==> config.mk <==
export PLATFORM = sky130hd
export DESIGN_NAME = dp_addr_gen
export DESIGN_NICKNAME = d
export VERILOG_FILES = /design/src/rtl/dp_addr_pkg.sv /design/src/rtl/dp_ea_calc.sv /design/src/rtl/dp_ptr_build.sv /design/src/rtl/dp_addr_gen.sv
export SDC_FILE = /design/constraint.sdc
export NUM_CORES = 1
export LEC_CHECK = 0
export BUFFER_PORTS_ARGS = -buffer_cell sky130_fd_sc_hd__buf_2
export CAP_MARGIN = 10
export CORE_MARGIN = 4
export CORE_UTILIZATION = 23
export DETAILED_ROUTE_END_ITERATION = 7
export GPL_TIMING_DRIVEN = 0
export SLEW_MARGIN = 20
export SYNTH_ARGS = -nofsm -noshare
export SYNTH_HDL_FRONTEND = slang
export SYNTH_SLANG_ARGS = --single-unit
==> constraint.sdc <==
create_clock -name clk -period 9.04 [get_ports clk]
set_input_delay 0.452 -clock clk [delete_from_list [all_inputs] [get_ports clk]]
set_output_delay 0.452 -clock clk [all_outputs]
set_load 0.05 [all_outputs]
==> src/rtl/dp_addr_pkg.sv <==
package dp_addr_pkg;

    typedef enum logic [2:0] {
        MD_DIR        = 3'd0,
        MD_DIR_X      = 3'd1,
        MD_DIR_Y      = 3'd2,
        MD_IND_LONG   = 3'd3,
        MD_IND_LONG_Y = 3'd4,
        MD_PUSH_IND   = 3'd5,
        MD_RSV6       = 3'd6,
        MD_RSV7       = 3'd7
    } dp_mode_e;

    typedef enum logic [1:0] {
        ST_IDLE  = 2'd0,
        ST_FETCH = 2'd1,
        ST_DONE  = 2'd2
    } dp_state_e;

    // Modes that read a pointer from the direct page
    function automatic logic is_ptr_mode(dp_mode_e m);
        return (m == MD_IND_LONG) || (m == MD_IND_LONG_Y) || (m == MD_PUSH_IND);
    endfunction

    // Index of the final byte fetched by a pointer mode
    function automatic logic [1:0] last_byte(dp_mode_e m);
        return (m == MD_PUSH_IND) ? 2'd1 : 2'd2;
    endfunction

endpackage

==> src/rtl/dp_ea_calc.sv <==
// Combinational direct-page byte address with the mode-dependent wrap rule.
module dp_ea_calc #(
    parameter int WORD_W      = 16,
    parameter int BYTE_W      = 8,
    parameter bit EMU_WRAP_EN = 1'b1
) (
    input  logic [WORD_W-1:0] dpr,
    input  logic [BYTE_W-1:0] ofs,
    input  logic [WORD_W-1:0] idx,
    input  logic              emu,
    input  logic              force_native,
    input  logic [1:0]        byte_sel,
    output logic [WORD_W-1:0] addr
);
    localparam int HI_W = WORD_W - BYTE_W;

    logic [WORD_W-1:0] idx_eff;
    logic [WORD_W-1:0] wide_sum;
    logic [BYTE_W-1:0] page_low;
    logic              page_mode;

    // Emulation narrows the index to its low byte
    always_comb begin
        if (emu) idx_eff = {{HI_W{1'b0}}, idx[BYTE_W-1:0]};
        else     idx_eff = idx;
    end

    assign wide_sum = dpr + WORD_W'(ofs) + idx_eff + WORD_W'(byte_sel);
    assign page_low = ofs + idx_eff[BYTE_W-1:0] + BYTE_W'(byte_sel);

    generate
        if (EMU_WRAP_EN) begin : g_emu_wrap
            assign page_mode = emu && !force_native && (dpr[BYTE_W-1:0] == '0);
        end else begin : g_native_only
            assign page_mode = 1'b0;
        end
    endgenerate

    assign addr = page_mode ? {dpr[WORD_W-1:BYTE_W], page_low} : wide_sum;

endmodule

==> src/rtl/dp_ptr_build.sv <==
// Assembles the fetched bytes into the mode's result.
module dp_ptr_build
    import dp_addr_pkg::*;
#(
    parameter int WORD_W = 16,
    parameter int BYTE_W = 8,
    parameter int BANK_W = 8
) (
    input  dp_mode_e                  mode,
    input  logic [BYTE_W-1:0]         lo,
    input  logic [BYTE_W-1:0]         hi,
    input  logic [BANK_W-1:0]         bk,
    input  logic [WORD_W-1:0]         yv,
    output logic [WORD_W+BANK_W-1:0]  result
);
    localparam int ADDR_W = WORD_W + BANK_W;
    localparam int PAD_W  = WORD_W - 2 * BYTE_W;

    logic [ADDR_W-1:0] ptr_long;
    logic [ADDR_W-1:0] ptr_word;

    generate
        if (PAD_W > 0) begin : g_pad
            assign ptr_long = {bk, {PAD_W{1'b0}}, hi, lo};
            assign ptr_word = {{BANK_W{1'b0}}, {PAD_W{1'b0}}, hi, lo};
        end else begin : g_nopad
            assign ptr_long = {bk, hi, lo};
            assign ptr_word = {{BANK_W{1'b0}}, hi, lo};
        end
    endgenerate

    always_comb begin
        case (mode)
            MD_IND_LONG_Y: result = ptr_long + ADDR_W'(yv);
            MD_PUSH_IND:   result = ptr_word;
            default:       result = ptr_long;
        endcase
    end

endmodule

==> src/rtl/dp_addr_gen.sv <==
// Direct-page pointer address generator, top level.
module dp_addr_gen
    import dp_addr_pkg::*;
#(
    parameter int WORD_W      = 16,
    parameter int BYTE_W      = 8,
    parameter int BANK_W      = 8,
    parameter bit EMU_WRAP_EN = 1'b1
) (
    input  logic                      clk,
    input  logic                      rst_n,
    input  logic                      start,
    input  logic [2:0]                mode,
    input  logic                      emu,
    input  logic [WORD_W-1:0]         dpr,
    input  logic [BYTE_W-1:0]         ofs,
    input  logic [WORD_W-1:0]         idx_x,
    input  logic [WORD_W-1:0]         idx_y,
    output logic                      rd_req,
    output logic [WORD_W+BANK_W-1:0]  rd_addr,
    input  logic                      rd_ready,
    input  logic [BYTE_W-1:0]         rd_data,
    output logic                      busy,
    output logic                      done,
    output logic [WORD_W+BANK_W-1:0]  result
);
    localparam int ADDR_W = WORD_W + BANK_W;

    typedef struct packed {
        dp_state_e         st;
        dp_mode_e          md;
        logic              emu;
        logic [WORD_W-1:0] dpr;
        logic [BYTE_W-1:0] ofs;
        logic [WORD_W-1:0] idx;
        logic [WORD_W-1:0] yv;
        logic [1:0]        cnt;
        logic [BYTE_W-1:0] b0;
        logic [BYTE_W-1:0] b1;
        logic [ADDR_W-1:0] res;
    } regs_t;

    regs_t r_q, r_d;

    dp_mode_e          mode_in;
    logic              idle;
    logic [WORD_W-1:0] idx_start;
    dp_mode_e          calc_md;
    logic [WORD_W-1:0] calc_dpr;
    logic [BYTE_W-1:0] calc_ofs;
    logic [WORD_W-1:0] calc_idx;
    logic              calc_emu;
    logic [1:0]        calc_sel;
    logic [WORD_W-1:0] word_addr;
    logic [BYTE_W-1:0] lo_now;
    logic [BYTE_W-1:0] hi_now;
    logic [ADDR_W-1:0] ptr_res;

    assign mode_in = dp_mode_e'(mode);
    assign idle    = (r_q.st == ST_IDLE);

    // Index chosen at start: only the indexed direct modes use one
    always_comb begin
        case (mode_in)
            MD_DIR_X: idx_start = idx_x;
            MD_DIR_Y: idx_start = idx_y;
            default:  idx_start = '0;
        endcase
    end

    // Address calculator reads the raw inputs when idle, latched state otherwise
    always_comb begin
        if (idle) begin
            calc_md  = mode_in;
            calc_dpr = dpr;
            calc_ofs = ofs;
            calc_idx = idx_start;
            calc_emu = emu;
            calc_sel = 2'd0;
        end else begin
            calc_md  = r_q.md;
            calc_dpr = r_q.dpr;
            calc_ofs = r_q.ofs;
            calc_idx = r_q.idx;
            calc_emu = r_q.emu;
            calc_sel = r_q.cnt;
        end
    end

    dp_ea_calc #(
        .WORD_W      (WORD_W),
        .BYTE_W      (BYTE_W),
        .EMU_WRAP_EN (EMU_WRAP_EN)
    ) u_ea (
        .dpr          (calc_dpr),
        .ofs          (calc_ofs),
        .idx          (calc_idx),
        .emu          (calc_emu),
        .force_native (is_ptr_mode(calc_md)),
        .byte_sel     (calc_sel),
        .addr         (word_addr)
    );

    // Merge the byte on the bus with the bytes already held
    assign lo_now = (r_q.cnt == 2'd0) ? rd_data : r_q.b0;
    assign hi_now = (r_q.cnt == 2'd1) ? rd_data : r_q.b1;

    dp_ptr_build #(
        .WORD_W (WORD_W),
        .BYTE_W (BYTE_W),
        .BANK_W (BANK_W)
    ) u_build (
        .mode   (r_q.md),
        .lo     (lo_now),
        .hi     (hi_now),
        .bk     (BANK_W'(rd_data)),
        .yv     (r_q.yv),
        .result (ptr_res)
    );

    always_comb begin
        r_d = r_q;
        case (r_q.st)
            ST_IDLE: begin
                if (start) begin
                    r_d.md  = mode_in;
                    r_d.emu = emu;
                    r_d.dpr = dpr;
                    r_d.ofs = ofs;
                    r_d.idx = idx_start;
                    r_d.yv  = idx_y;
                    r_d.cnt = 2'd0;
                    if (is_ptr_mode(mode_in)) begin
                        r_d.st = ST_FETCH;
                    end else begin
                        r_d.res = {{BANK_W{1'b0}}, word_addr};
                        r_d.st  = ST_DONE;
                    end
                end
            end
            ST_FETCH: begin
                if (rd_ready) begin
                    if (r_q.cnt == 2'd0) r_d.b0 = rd_data;
                    if (r_q.cnt == 2'd1) r_d.b1 = rd_data;
                    if (r_q.cnt == last_byte(r_q.md)) begin
                        r_d.res = ptr_res;
                        r_d.st  = ST_DONE;
                    end else begin
                        r_d.cnt = r_q.cnt + 2'd1;
                    end
                end
            end
            ST_DONE: begin
                r_d.st = ST_IDLE;
            end
            default: begin
                r_d.st = ST_IDLE;
            end
        endcase
    end

    always_ff @(posedge clk or negedge rst_n) begin
        if (!rst_n) begin
            r_q <= '0;
        end else begin
            r_q <= r_d;
        end
    end

    assign rd_req  = (r_q.st == ST_FETCH);
    assign rd_addr = rd_req ? {{BANK_W{1'b0}}, word_addr} : '0;
    assign done    = (r_q.st == ST_DONE);
    assign busy    = !idle;
    assign result  = r_q.res;

endmodule

Yosys cells after proc, flatten, opt, wreduce, memory -nomap -nowiden

Cells that the tools add are included.

Register bits after elaboration: 104
Input bits: 72
Output and inout port bits: 51
Logic and storage cells: 80

$add $sub $neg: 7
Equal/unequal tests: 19
Muxes and demuxes: 26
Reduce and logical (&&, ||, !) cells: 17

Operator list:

| operator           | count |
|---|---|
| $pmux 24 s2        | 2 |
| $mux 16            | 5 |
| $mux 24            | 3 |
| $mux 64            | 1 |
| $mux 42            | 1 |
| $pmux 16 s2        | 1 |
| $add 24x16->24     | 1 |
| $mux 8             | 3 |
| $eq 3x3->1 const B | 6 |
| $add 16x16->16     | 1 |
| $add 16x2->16      | 1 |
| $add 16x8->16      | 1 |
| $mux 2             | 6 |
| $eq 3x2->1 const B | 3 |
| $add 8x2->8        | 1 |
| $add 8x8->8        | 1 |
| $logic_not 8->1    | 1 |
| $pmux 2 s2         | 2 |
| $ne 2x2->1 const B | 3 |
| $reduce_and 5->1   | 1 |
| $eq 2x1->1 const B | 2 |
| $logic_not 2->1    | 2 |
| $logic_or 1x1->1   | 4 |
| $ne 2x1->1 const B | 2 |
| other kinds (12)   | 15 |

Longest topological paths before layout

Depth in word-level cells: 12
Mapped depth: 19
Depth with buffers taken out: 17

Hierarchy

From an unflattened synthesis, not the netlist that was laid out.

Cells, all modules: 926
Area total of the unflattened synthesis: 8893.5 um^2

Modules (own cells, without submodules):

| module       | times used | cells an instance | area each (um^2) | seq. area each (um^2) |
|---|---|---|---|---|
| dp_addr_gen  | 1          | 468               | 5619.1           | 2602.5 |
| dp_ea_calc   | 1          | 258               | 2015.7           | 0.0 |
| dp_ptr_build | 1          | 200               | 1258.7           | 0.0 |

Worst setup path after synthesis

No wires, ideal clock.

Path type: register to output
Start point: register r_q[102] (netlist name)
End point: output port rd_addr[15]
Arrival time: 5.680 ns
Data required time: 8.588 ns
Path slack: 2.908 ns
Cell stages (with the launch flop): 20
Buffers on the path: 3
Path through: dfrtp_1 -> nor2_1 -> inv_1 -> clkbuf_1 -> buf_1 -> clkbuf_1 -> a21oi_1 -> fa_1 -> inv_1 -> fa_1 -> ha_1 -> fa_1 -> a211oi_1 -> o21ai_1 -> and4_4 -> o41a_4 -> o41a_1 -> nand3_1 -> xnor2_1 -> nor2_1

Longest elaborated chain between the ends: 10
Elaborated cells on any way between the ends: 23
Classes of those cells: add/sub (3); eq/ne (4); mux (9); reduce/logical (7)

RTL lines:

| element                                               | line               | RTL |
|---|---|---|
| start: declaration                                    | dp_addr_gen.sv:43  | `regs_t r_q, r_d;` |
| start signal: assignment                              | dp_addr_gen.sv:166 | `r_q <= r_d;` |
| branches (longest 9 deep; another with $add 16x8->16) | --                 |  |
| $mux 16 (*)                                           | dp_addr_gen.sv:171 | `assign rd_addr = rd_req ? {{BANK_W{1'b0}}, word_addr} : '0;` |
| end: declaration                                      | dp_addr_gen.sv:20  | `output logic [WORD_W+BANK_W-1:0] rd_addr,` |

Mark *: on every way between the ends.

Final worst setup path

Ends and elaborated chain as after synthesis.

==> flow_summary.yaml <==
sta:
  grt_setup_unrepaired: "no"
  max_slew_margin_pct: 34.2
  slew_violations: 0
  fin_ws_ns: 1.87
  holdWs_ns: -0.000705
  fin_worst_skew_ns: 0.0148
  fmax_mhz: 139
  finalSetupTns_ns: 0
  setup_viol: 0
  min_period_ns: 7.17
  hold_viol: 1
  tightest_slew_ns: 0.985
  finalCritPeriodShare_pct: 79.3
critical_path:
  reg2reg_to: "result[15]"
  crit_chain: "nor2_1, inv_1, clkbuf_1, buf_1, clkbuf_1, nand2_1, nand2_1, fa_1, fa_1, ha_1, fa_1, a211oi_1, o21ai_1, and4_4, o41a_4, o41a_1, nand3_1, xnor2_1, nor2_1, buf_2"
  rrSetupSlack_ns: 2.65
  crit_slowest_cell: "buf_1"
  r2r_cells: 19
  critPathBufInv: 5
  cp.depth: 20
  path_max_fanout: 10
  r2r-start: "r_q[102]"
  slowest_delay_ns: 0.60
  critPathMostFrequentCell: "fa_1"
  start_kind: "flop"
  cp.required_ns: 8.59
  crit_family: "buffers and inverters"
  crit_type: "reg2out"
  critPathCaptureType: "primary output"
  critical_path_arrival_ns: 6.72
  cp-endpoint: "rd_addr[15]"
  crit_path_start: "r_q[102]"
synth:
  synth.yosys.seq_area_share_pct: 32.4
  yosysWarnings: 0
  ys_ff_latch: 104
  synth_area_mm2: 0.00804
  avgSynthCellArea_um2: 8.88
  synth_edf_count: 0
  syn-instance-count: 905
  synthArstFlopShare_pct: 100
  ys.flop_type: "dfrtp_1"
  ys_types: 70
cts:
  cts-hold-fix-buffers: 0
  cts_buffer_depth: 2
  htreeDepth: 3
  cts_setup_buffers: 0
  cts-root-buf: "clkbuf_16"
  numCtsBuffers: 9
  cts_tree: "built"
  insertion_delay_ns: 0.36
  cts_resized: 0
  cts.sinks: 104
  path_clk_slew_ns: 0.08
placed_design:
  pre_cts_ws_ns: 2.38
  globalplace.congestion: 0.876
  dpl.hpwl_um: 22100
  place_inst: 1482
  portBuffers: 114
drt:
  dr.pass1.iters: 5
  dr.first_iter.drc_count: 521
  wire_per_inst_um: 18.0
  via_per_inst: 4.68
  route.vias.total: 7025
  wirelength_um: 27000
  drcViolationCount: 0
  ant_nets: 0
die:
  die_w_um: 195
  start_util_pct: 23.3
  ios: 123
  coreArea_mm2: 0.0345
  num_rows: 68
  die_area_mm2: 0.0380
  die_y_um: 195
global_routing:
  grt.busiest_layer: "met2"
  grt_pass1_wl_um: 41300
  grtUsageTotal_pct: 14.0
  grt_max_degree: 65
  met2_usage_pct: 24.5
  first_global_vias: 6902
  antenna_found_initial: 2
  gr-total-overflow: 0
  grt_util_met3_pct: 2.57
  met1_usage_pct: 18.0
status:
  status: "finished with violations"
  violations: "hold timing"
finish:
  synthToLayoutAreaGrowth_pct: 19.0
  stdcell_count: 1500
  drive_gt1_share_pct: 22.1
  mostFrequentLayoutCells: "nand2_1 (131), buf_2 (115), dfrtp_1 (104)"
  final_common_cell: "nand2_1"
  final.fill_count: 3768
  nets: 1188
flow_run:
  drv_cap: 0
worst_hold_path:
  hold_path.class: "in2async"
==> per-stage QoR <==
| stage | util [%] | cell area [µm²] |
|---|---|---|
| floorplan | - | 8070 |
| global placement | 26.6 | 9210 |
| detailed placement | 26.7 | 9240 |
| CTS | 27.7 | 9560 |
| global route | 27.7 | 9560 |
| finish | 27.7 | 9570 |
==> worst min path at each step <==
stage / cells past startpoint / endpoint / slack, ns
after floorplan: 0 / r_q[100] / 0.16
after global placement: 2 / r_q[35] / 0.46
after detailed placement: 1 / result[22] / 0.40
after CTS: 1 / result[20] / 0.009
after global routing: 1 / result[23] / 0.03
final: 1 / result[22] / -0.0007
==> cell usage after synthesis, types with 3 or more instances <==
master / number / share of area (%)
a31oi_1: 9 / 0.70
a21o_1: 7 / 0.65
a211o_1: 3 / 0.33
nor2b_1: 7 / 0.54
o2111ai_1: 4 / 0.44
nor3b_1: 3 / 0.28
or3_1: 4 / 0.31
o21ai_0: 49 / 3.1
a21boi_0: 3 / 0.28
dfrtp_1: 104 / 32
o21ai_1: 3 / 0.19
o21a_1: 14 / 1.3
clkbuf_1: 36 / 1.7
o31ai_1: 4 / 0.37
o21bai_1: 7 / 0.65
or2_2: 3 / 0.23
nand4_1: 3 / 0.23
a21oi_1: 58 / 3.6
buf_4: 33 / 3.1
ha_1: 64 / 10
a22oi_1: 16 / 1.5
nor4_1: 6 / 0.47
nor3_1: 17 / 1.1
nand2_1: 131 / 6.1
xor2_1: 10 / 1.1
mux2_2: 48 / 6.7
and3_1: 8 / 0.62
xnor2_1: 25 / 2.7
buf_1: 4 / 0.19
fa_1: 14 / 3.5
and2_1: 3 / 0.23
mux2i_1: 23 / 2.9
inv_1: 34 / 1.6
nand3_1: 17 / 1.1
o221ai_1: 8 / 0.87
nor2_1: 74 / 3.5
a211oi_1: 7 / 0.65
==> sequential cells by signal, indices dropped and copies added (netlist names) <==
signal	flops
result	24
r_q	80
==> cell families (layout without fill, tap and decap cells) <==
family                   Yosys count  after routing  share of synthesized area [%]
AND/OR/NAND/NOR                  288            288                           15.9
AO/OA/AOI/OAI                    217            217                           17.8
buffers and inverters            110            241                           6.71
flip-flops                       104            104                           32.4
adder cells (fa/ha/maj)           78             78                           13.4
multiplexers                      71             71                           9.59
XOR/XNOR                          36             36                           4.11
other                              1             10                         0.0466
==> layout make-up <==
class | count | area, µm² | area share, %
antenna | 2 | 5.00 | 0.0523
buffer | 75 | 408 | 4.26
timing repair buffer | 115 | 604 | 6.32
clock inverter | 5 | 78.8 | 0.824
tap | 455 | 569 | 5.95
sequential | 104 | 2600 | 27.2
clock buffer | 11 | 243 | 2.54
multi-input combinational | 698 | 4920 | 51.5
inverter | 35 | 131 | 1.37
==> metal layers <==
| layer | up-vias | part of all wire (%) |
|---|---|---|
| li1 | 3434 | - |
| met3 | 19 | 4.3 |
| met4 | 2 | 1.5 |
| met2 | 164 | 50 |
| met1 | 3406 | 44 |
| met5 | - | 0.044 |
Power is not shown: default switching activity piles up to over one toggle a cycle in this logic, so the estimate is an artifact.
